[src/rtl/mii_xconn_pkg.sv]
package mii_xconn_pkg;

    localparam int NPORT = 2;

    typedef enum logic [1:0] {
        ST_MII  = 2'b00,
        ST_RMII = 2'b01,
        ST_REV  = 2'b11
    } xc_mode_e;

    // Reserved request 2'b10 falls back to plain MII.
    function automatic xc_mode_e decode_mode(input logic [1:0] req);
        unique case (req)
            2'b01:   return ST_RMII;
            2'b11:   return ST_REV;
            default: return ST_MII;
        endcase
    endfunction

endpackage

[src/rtl/mii_xconn_ctrl.sv]
module mii_xconn_ctrl
    import mii_xconn_pkg::*;
(
    input  logic       clk,
    input  logic       rst_n,
    input  logic [1:0] mode_req_i,
    input  logic       xsel_req_i,
    input  logic       quiet_i,
    output xc_mode_e   mode_o,
    output logic       xsel_o,
    output logic       flush_o
);

    xc_mode_e state_q, state_d;
    logic     xsel_q, xsel_d;
    xc_mode_e req_mode;

    assign req_mode = decode_mode(mode_req_i);

    // next-state and output process
    always_comb begin
        state_d = state_q;
        xsel_d  = xsel_q;
        flush_o = 1'b0;
        unique case (state_q)
            ST_MII, ST_RMII, ST_REV: begin
                if (quiet_i && ((req_mode != state_q) || (xsel_req_i != xsel_q))) begin
                    state_d = req_mode;
                    xsel_d  = xsel_req_i;
                    flush_o = 1'b1;
                end
            end
            default: begin
                state_d = ST_MII;
                flush_o = 1'b1;
            end
        endcase
    end

    // state register
    always_ff @(posedge clk) begin
        if (!rst_n) begin
            state_q <= ST_MII;
            xsel_q  <= 1'b0;
        end else begin
            state_q <= state_d;
            xsel_q  <= xsel_d;
        end
    end

    assign mode_o = state_q;
    assign xsel_o = xsel_q;


    mode_quiet_chk: assert property (@(posedge clk) disable iff (!rst_n)
        !$stable(state_q) |-> $past(quiet_i));


    xsel_quiet_chk: assert property (@(posedge clk) disable iff (!rst_n)
        !$stable(xsel_q) |-> $past(quiet_i));


    rsvd_mii_chk: assert property (@(posedge clk) disable iff (!rst_n)
        $past(quiet_i && (mode_req_i == 2'b10)) |-> (state_q == ST_MII));

endmodule

[src/rtl/rmii_tx_pack.sv]
module rmii_tx_pack #(
    parameter int DW = 4
) (
    input  logic               clk,
    input  logic               rst_n,
    input  logic               clr_i,
    input  logic               ce_i,
    input  logic               en_i,
    input  logic [DW/2-1:0]    dibit_i,
    output logic [DW-1:0]      nib_o,
    output logic               vld_o
);

    localparam int HW = DW / 2;

    logic          en_prev;
    logic          half;
    logic [HW-1:0] lo;

    always_ff @(posedge clk) begin
        if (!rst_n || clr_i) begin
            en_prev <= 1'b0;
            half    <= 1'b0;
            lo      <= '0;
            nib_o   <= '0;
            vld_o   <= 1'b0;
        end else if (ce_i) begin
            en_prev <= en_i;
            if (!en_i) begin
                half  <= 1'b0;
                vld_o <= 1'b0;
                nib_o <= '0;
            end else if (!en_prev || !half) begin
                // rising enable always restarts on the low dibit
                lo   <= dibit_i;
                half <= 1'b1;
            end else begin
                nib_o <= {dibit_i, lo};
                vld_o <= 1'b1;
                half  <= 1'b0;
            end
        end
    end


    pack_start_chk: assert property (@(posedge clk) disable iff (!rst_n)
        $past(ce_i && en_i && !en_prev && !clr_i) |-> !$rose(vld_o));

endmodule

[src/rtl/rmii_rx_split.sv]
module rmii_rx_split #(
    parameter int DW = 4
) (
    input  logic               clk,
    input  logic               rst_n,
    input  logic               clr_i,
    input  logic               ce_i,
    input  logic               dv_i,
    input  logic [DW-1:0]      nib_i,
    output logic [DW/2-1:0]    dibit_o,
    output logic               dv_o
);

    localparam int HW = DW / 2;

    logic          phase;
    logic [HW-1:0] hold_hi;

    always_ff @(posedge clk) begin
        if (!rst_n || clr_i) begin
            phase   <= 1'b0;
            hold_hi <= '0;
            dibit_o <= '0;
            dv_o    <= 1'b0;
        end else if (ce_i) begin
            if (!phase) begin
                dibit_o <= nib_i[HW-1:0];
                dv_o    <= dv_i;
                hold_hi <= nib_i[DW-1:HW];
                phase   <= dv_i;
            end else begin
                dibit_o <= hold_hi;
                dv_o    <= 1'b1;
                phase   <= 1'b0;
            end
        end
    end

endmodule

[src/rtl/mii_xconn_lane.sv]
module mii_xconn_lane
    import mii_xconn_pkg::*;
#(
    parameter int DW = 4
) (
    input  logic          clk,
    input  logic          rst_n,
    input  xc_mode_e      mode_i,
    input  logic          xsel_i,
    input  logic          flush_i,
    input  logic          ce50_i,
    input  logic          ce25_i,
    input  logic          mac_txen_i,
    input  logic [DW-1:0] mac_txd_i,
    input  logic          phy_rxdv_i,
    input  logic [DW-1:0] phy_rxd_i,
    input  logic          peer_rxdv_i,
    input  logic [DW-1:0] peer_rxd_i,
    output logic          phy_txen_o,
    output logic [DW-1:0] phy_txd_o,
    output logic          mac_rxdv_o,
    output logic [DW-1:0] mac_rxd_o
);

    localparam int HW = DW / 2;

    logic          tx_en_q, rx_dv_q;
    logic [DW-1:0] tx_d_q, rx_d_q;
    logic          rmii, rmii_clr;
    logic [DW-1:0] pk_nib;
    logic          pk_vld;
    logic [HW-1:0] sp_dibit;
    logic          sp_dv;

    assign rmii     = (mode_i == ST_RMII);
    assign rmii_clr = flush_i || !rmii;

    always_ff @(posedge clk) begin
        if (!rst_n || flush_i) begin
            tx_en_q <= 1'b0;
            tx_d_q  <= '0;
            rx_dv_q <= 1'b0;
            rx_d_q  <= '0;
        end else if (ce25_i && !rmii) begin
            if (mode_i == ST_REV && xsel_i) begin
                tx_en_q <= peer_rxdv_i;
                tx_d_q  <= peer_rxd_i;
                rx_dv_q <= 1'b0;
                rx_d_q  <= '0;
            end else begin
                tx_en_q <= mac_txen_i;
                tx_d_q  <= mac_txd_i;
                rx_dv_q <= phy_rxdv_i;
                rx_d_q  <= phy_rxd_i;
            end
        end
    end

    rmii_tx_pack #(.DW(DW)) pack_i (
        .clk     (clk),
        .rst_n   (rst_n),
        .clr_i   (rmii_clr),
        .ce_i    (ce50_i),
        .en_i    (mac_txen_i),
        .dibit_i (mac_txd_i[HW-1:0]),
        .nib_o   (pk_nib),
        .vld_o   (pk_vld)
    );

    rmii_rx_split #(.DW(DW)) split_i (
        .clk     (clk),
        .rst_n   (rst_n),
        .clr_i   (rmii_clr),
        .ce_i    (ce50_i),
        .dv_i    (phy_rxdv_i),
        .nib_i   (phy_rxd_i),
        .dibit_o (sp_dibit),
        .dv_o    (sp_dv)
    );

    always_comb begin
        if (rmii) begin
            phy_txen_o = pk_vld;
            phy_txd_o  = pk_nib;
            mac_rxdv_o = sp_dv;
            mac_rxd_o  = {{(DW-HW){1'b0}}, sp_dibit};
        end else begin
            phy_txen_o = tx_en_q;
            phy_txd_o  = tx_d_q;
            mac_rxdv_o = rx_dv_q;
            mac_rxd_o  = rx_d_q;
        end
    end


    xover_data_chk: assert property (@(posedge clk) disable iff (!rst_n)
        (ce25_i && mode_i == ST_REV && xsel_i && !flush_i)
        |=> (phy_txd_o == $past(peer_rxd_i)) && (phy_txen_o == $past(peer_rxdv_i)));


    xover_mac_idle_chk: assert property (@(posedge clk) disable iff (!rst_n)
        (ce25_i && mode_i == ST_REV && xsel_i && !flush_i)
        |=> !mac_rxdv_o && (mac_rxd_o == '0));

endmodule

[src/rtl/mii_xconn_top.sv]
module mii_xconn_top
    import mii_xconn_pkg::*;
#(
    parameter int DW = 4
) (
    input  logic                       clk,
    input  logic                       rst_n,
    input  logic                       ce50_i,
    input  logic                       ce25_i,
    input  logic [1:0]                 mode_req_i,
    input  logic                       xsel_req_i,
    input  logic [NPORT-1:0]           mac_txen_i,
    input  logic [NPORT-1:0][DW-1:0]   mac_txd_i,
    output logic [NPORT-1:0]           mac_rxdv_o,
    output logic [NPORT-1:0][DW-1:0]   mac_rxd_o,
    output logic [NPORT-1:0]           phy_txen_o,
    output logic [NPORT-1:0][DW-1:0]   phy_txd_o,
    input  logic [NPORT-1:0]           phy_rxdv_i,
    input  logic [NPORT-1:0][DW-1:0]   phy_rxd_i,
    output logic [1:0]                 mode_o,
    output logic [NPORT-1:0]           clk_in_o
);

    xc_mode_e mode;
    logic     xsel, flush, quiet;

    assign quiet  = !(|mac_txen_i) && !(|phy_rxdv_i);
    assign mode_o = mode;

    mii_xconn_ctrl ctrl_i (
        .clk        (clk),
        .rst_n      (rst_n),
        .mode_req_i (mode_req_i),
        .xsel_req_i (xsel_req_i),
        .quiet_i    (quiet),
        .mode_o     (mode),
        .xsel_o     (xsel),
        .flush_o    (flush)
    );

    for (genvar p = 0; p < NPORT; p++) begin : g_lane
        localparam int PEER = (p == 0) ? 1 : 0;

        assign clk_in_o[p] = (p == 0) && (mode == ST_REV);

        mii_xconn_lane #(.DW(DW)) lane_i (
            .clk         (clk),
            .rst_n       (rst_n),
            .mode_i      (mode),
            .xsel_i      (xsel),
            .flush_i     (flush),
            .ce50_i      (ce50_i),
            .ce25_i      (ce25_i),
            .mac_txen_i  (mac_txen_i[p]),
            .mac_txd_i   (mac_txd_i[p]),
            .phy_rxdv_i  (phy_rxdv_i[p]),
            .phy_rxd_i   (phy_rxd_i[p]),
            .peer_rxdv_i (phy_rxdv_i[PEER]),
            .peer_rxd_i  (phy_rxd_i[PEER]),
            .phy_txen_o  (phy_txen_o[p]),
            .phy_txd_o   (phy_txd_o[p]),
            .mac_rxdv_o  (mac_rxdv_o[p]),
            .mac_rxd_o   (mac_rxd_o[p])
        );
    end

endmodule

[config.mk]
export PLATFORM = sky130hd
export DESIGN_NAME = mii_xconn_top
export DESIGN_NICKNAME = d
export VERILOG_FILES = /design/src/rtl/mii_xconn_pkg.sv /design/src/rtl/mii_xconn_ctrl.sv /design/src/rtl/rmii_tx_pack.sv /design/src/rtl/rmii_rx_split.sv /design/src/rtl/mii_xconn_lane.sv /design/src/rtl/mii_xconn_top.sv
export SDC_FILE = /design/constraint.sdc
export NUM_CORES = 1
export LEC_CHECK = 0
export ABC_AREA = 1
export BUFFER_PORTS_ARGS = -buffer_cell sky130_fd_sc_hd__buf_2
export CAP_MARGIN = 20
export CORE_MARGIN = 5
export CORE_UTILIZATION = 25
export DETAILED_ROUTE_END_ITERATION = 8
export SYNTH_ARGS = -nofsm -noshare
export SYNTH_HDL_FRONTEND = slang
export SYNTH_SLANG_ARGS = --single-unit
[constraint.sdc]
create_clock -name clk -period 1.55 [get_ports clk]
set_clock_uncertainty 0.05 [all_clocks]
set_input_delay 0.31 -clock clk [delete_from_list [all_inputs] [get_ports clk]]
set_output_delay 0.31 -clock clk [all_outputs]
set_load 0.005 [all_outputs]
# Word level (Yosys, flattened, before mapping)
# Cells that the tools add are included.
# W data, S select, Z words.
[word_totals]
input_bits = 27
register_bits = 53
wordCells = 105
output_inout_bits = 24
[op_classes]
eq_ne = 8
mux = 37
bitwise = 2
reduce_logical = 30
[op_table]
columns = ["operator", "n"]
rows = [
  ["$mux W4", 12],
  ["$mux W1", 22],
  ["$reduce_and A2 Y1", 6],
  ["$logic_not A1 Y1", 8],
  ["$logic_or A1 B1 Y1", 6],
  ["$reduce_and A3 Y1", 2],
  ["$eq A2 B1 Y1 const B", 2],
  ["$eq A2 B2 Y1 const B", 2],
  ["$logic_and A1 B1 Y1", 4],
  ["$mux W2", 2],
  ["$ne A2 B2 Y1 const B", 2],
  ["$pmux W2 S2", 1],
  ["$reduce_or A2 Y1", 2],
  ["$reduce_or A3 Y1", 1],
  ["$logic_not A2 Y1", 1],
  ["$ne A2 B2 Y1", 1],
  ["$not A1 Y1", 2],
  ["$ne A1 B1 Y1", 1],
]

# Longest topological paths before layout
[depth]
depth_word = 9
ltp_mapped = 9
depth_no_buf = 8

# Hierarchy
# From an unflattened synthesis, not the netlist that was laid out.
[hier_totals]
hier_cells = 439
area_unflattened_um2 = 2901.5
[modules_own_cells]
columns = ["mod", "n_inst", "area_each_um2", "seq_area_each_um2", "cells_per_inst"]
rows = [
  ["mii_xconn_lane", 2, 654.4, 200.2, 103],
  ["rmii_tx_pack", 2, 384.1, 180.2, 49],
  ["rmii_rx_split", 2, 286.5, 120.1, 44],
  ["mii_xconn_ctrl", 1, 206.4, 60.1, 36],
  ["mii_xconn_top", 1, 45.0, 0.0, 11],
]

# Worst setup path before layout
# OpenSTA, ideal clock, no wires.
[synth_path]
path_type = "register to output"
startpoint = "reg ctrl_i.state_q[0], in the netlist ctrl_i.mode_o[0]"
endpoint = "out mac_rxdv_o[0]"
path_stages_with_launch = 8
path_buffers = 2
arrival_ps = 1110
required_time_ps = 1190
slack_ps = 80
cell_sequence = "dfxtp_1 > inv_2 > nor2_8 > inv_1 > clkbuf_1 > nand2_1 > nand2_1 > buf_4"
[synth_via]
elab_chain_cells = 2
[synth_lines]
columns = ["element", "line", "rtl"]
rows = [
  ["start: declaration", "mii_xconn_ctrl.sv:14", "xc_mode_e state_q, state_d;"],
  ["start signal: assignment", "mii_xconn_ctrl.sv:46", "state_q <= state_d;"],
  ["$eq A2 B1 Y1", "mii_xconn_lane.sv:35", "assign rmii = (mode_i == ST_RMII);"],
  ["$mux W1", "mii_xconn_lane.sv:82", "if (rmii) begin"],
  ["end: declaration", "mii_xconn_top.sv:14", "output logic [NPORT-1:0] mac_rxdv_o,"],
]
# No other way between the ends.

# Worst setup path after layout
[layout_path]
startpoint = "reg ctrl_i.state_q[0], in the netlist ctrl_i.mode_o[0]"
endpoint = "out mac_rxdv_o[1]"
# Same word-level chain as after synthesis.

==> key figures <==
Worst setup path
  • Worst setup SP type: register
  • Worst EP required: 1.19 ns
  • Setup crit end kind: output pin
  • Worst Path Max Fanout: 5
  • CP Data Arrival Time: 1.29 ns
  • Kind of critical path: register to output pin

Clock tree
  • Clock buffer depth: 2
  • Num CTS Buffers: 5
  • H-tree Lvls: 2
  • Root Driver: clkbuf_8
  • Post-CTS Hold Fix Bufs: 0
  • Reg clk slew, reported paths: 0.10 ns
  • CTS Sinks: 53
  • Worst-skew pair later-pin latency: 0.31 ns
  • CTS tree: built

Synthesis
  • Top FF cell, synth: dfxtp_1
  • Synthesized area: 2590 um2
  • Post-Syn Instances: 374
  • Avg Cell Area, Syn: 6.93 um2
  • List of most frequent post-synthesis cells: nand2_1 (127), dfxtp_1 (53), nor2_1 (43)
  • Syn Nets: 401
  • Post-synthesis cell type count: 24
  • Top cell type's share of synthesized area: 40.9%
  • Most frequent cell after synthesis: nand2_1
  • Yosys reg bits: 53
  • Ys async rst share: 0%
  • Synth warn: 0
  • Cell taking the most area after synthesis: dfxtp_1
  • EDFF count, synth: 0
  • Sequential fraction of the synthesis area: 40.9%
  • Leading post-synthesis cells by cell area: dfxtp_1 (41%), nand2_1 (18%), a21oi_2 (6.4%)

Global route
  • Grt ovf: 0
  • Initial antenna violation count: 0
  • First-pass GRT wire length: 11800 um
  • Vias in the first global route: 2483
  • Largest net degree at the start of global routing: 21
  • GRT Overall Usage: 11.5%

Power and ir drop
  • Comb pwr share: 16.3%
  • Leakage: 1.53 nW
  • Net Switching: 0.000712 W
  • Total chip power: 0.00261 W
  • Sw Ratio: 27.2%
  • Maximum VDD drop: 300 uV
  • Clk pwr share: 29.4%
  • Pwr/cell area: 769 nW/um2
  • Internal: 0.00190 W
  • Sequential Power Share: 54.3%

Routing
  • Number of vias in the routed layout: 2449
  • 1st-pass router iterations: 4
  • Vias per cell: 4.30
  • WL/cell: 12.2 um
  • Wirelength, routed: 6970 um
  • DRC violations left: 0
  • Final antenna-violating net count: 0
  • 1st-iter DRT viols: 106

STA
  • Worst hold slack: 0.211 ns
  • Post-layout worst setup margin: -0.0977 ns
  • Fin. Hold Viols: 0
  • Final worst path period share: 106%
  • Final slew viol count: 0
  • # setup viols final: 20
  • Unrepaired setup endpoints after global routing: true
  • FMAX: 607 MHz
  • Final worst path period need: 1.65 ns
  • Post-Route Setup TNS: -1.41 ns

Floorplan
  • Die H: 112 um
  • Io pins: 51
  • Initial cell density of the core: 25.3%
  • Cell Rows: 37
  • Core Area: 10200 um2
  • DIE AREA: 12500 um2
  • Die width: 112 um

Min path
  • Worst Hold Class: input port to register

Final layout
  • N_diodes: 0
  • Register area: 1070 um2
  • Final nets: 460
  • Core Util, Final: 33.2%
  • Layout area overhead: 31.1%
  • Post-route design area: 3400 um2
  • Final-layout fill cell count: 1104
  • Fraction of final layout cells sized beyond drive strength 1: 32.0%
  • Area of the multi-input gates: 1380 um2

Place
  • # port buffers: 49
  • Placer congestion estimate: 0.829
  • HPWL Detailed: 5240 um
  • DP Area: 3020 um2

Flow run
  • Max Cap Violations: 0

Status
  • Failing checks: setup timing
  • Outcome: complete, but fails checks
## critical path, stage by stage (launching register included)
cell and delay, ns:
dfxtp_2 0.36, inv_4 0.05, nor2_8 0.09, buf_12 0.13, buf_8 0.13, nand2_2 0.05, nand2_2 0.06, buf_2 0.10
## state kept, by name, indices dropped and copies added (netlist names), 4 cells and up
name                           flops
g_lane.lane_i.pack_i.nib_o         8
g_lane.lane_i.split_i.dibit_o      4
g_lane.lane_i.split_i.hold_hi      4
g_lane.lane_i.pack_i.lo            4
g_lane.lane_i.tx_d_q               8
g_lane.lane_i.rx_d_q               8
## layout make-up
cell class / count / area share (%)
Clock buffer: 8 / 2.36
Inverter: 36 / 4.20
Timing Repair inverter: 2 / 0.368
Timing Repair Buffer: 70 / 16.0
Sequential cell: 53 / 31.4
Multi-Input combinational cell: 265 / 40.7
Tap cell: 136 / 5.01
## cells by family after synthesis
logic type	Yosys count	synth area share, %
flip-flops	53	40.9
buffers and inverters	57	11.4
AND/OR/NAND/NOR	191	30.3
AO/OA/AOI/OAI	72	17.2
other	1	0.145
## cells in the final DEF (no fill, tap or decap), types with 2 or more instances in the layout
| cell type | Yosys | routed |
|---|---|---|
| clkbuf_1 | 3 | 3 |
| inv_4 | 0 | 3 |
| inv_1 | 33 | 32 |
| o211ai_1 | 2 | 2 |
| nand3_1 | 11 | 11 |
| o22ai_1 | 2 | 2 |
| buf_6 | 7 | 7 |
| nor2_2 | 2 | 2 |
| buf_2 | 5 | 44 |
| buf_8 | 0 | 2 |
| nor2_4 | 0 | 5 |
| dfxtp_1 | 53 | 51 |
| nand2_1 | 127 | 112 |
| nand2_4 | 0 | 8 |
| nor2_1 | 43 | 38 |
| a21oi_1 | 30 | 27 |
| a21oi_2 | 19 | 22 |
| nand2_2 | 4 | 12 |
| o21ai_0 | 17 | 13 |
| buf_4 | 6 | 10 |
| buf_12 | 0 | 7 |
| o21ai_2 | 0 | 4 |
| clkbuf_8 | 0 | 5 |
| inv_2 | 3 | 2 |
## through the flow
stage	cells	worst slack [ns]
after detailed placement	554	-0.0270
final	570	-0.0977
after global placement	554	0.0477
after floorplan	374	0.0802
after CTS	565	-0.115
after global routing	570	-0.177
## power by group through the flow
stage / Sequential [W] / Combinational [W] / Clock, W
3_3_place_gp: 0.00145 / 0.000350 / 0
4_1_cts: 0.00142 / 0.000383 / 0.000798
5_1_grt: 0.00142 / 0.000478 / 0.000848
3_5_place_dp: 0.00145 / 0.000354 / 0
6_report: 0.00142 / 0.000427 / 0.000768
2_1_floorplan: 0.00144 / 0.000221 / 0
## worst paths after layout
check                                               from                  endpoint  slack [ns]  cells after the start
worst min register to register  g_lane[1].lane_i.tx_en_q  g_lane[1].lane_i.tx_en_q        0.42                      2
worst max register to register          ctrl_i.mode_o[0]  g_lane[0].lane_i.tx_en_q        0.06                      9
worst max-delay path                    ctrl_i.mode_o[0]             mac_rxdv_o[1]        -0.1                      7
worst min-delay path                               rst_n             ctrl_i.xsel_o        0.21                      3
## timing repair
item / in CTS / in global routing
gates resized for setup: 28 / 42
setup endpoints to repair: 35 / 40
setup buffers: 3 / 2
cloned: 0 / 3
pin swaps: 6 / 4
## metal layers
layer	routed length (um)	track usage [%]
met1	3400	15.6
met3	404	2.72
met4	66	3.41
met5	0	0
met2	3100	18.0
(Power assumes the default switching activity.)
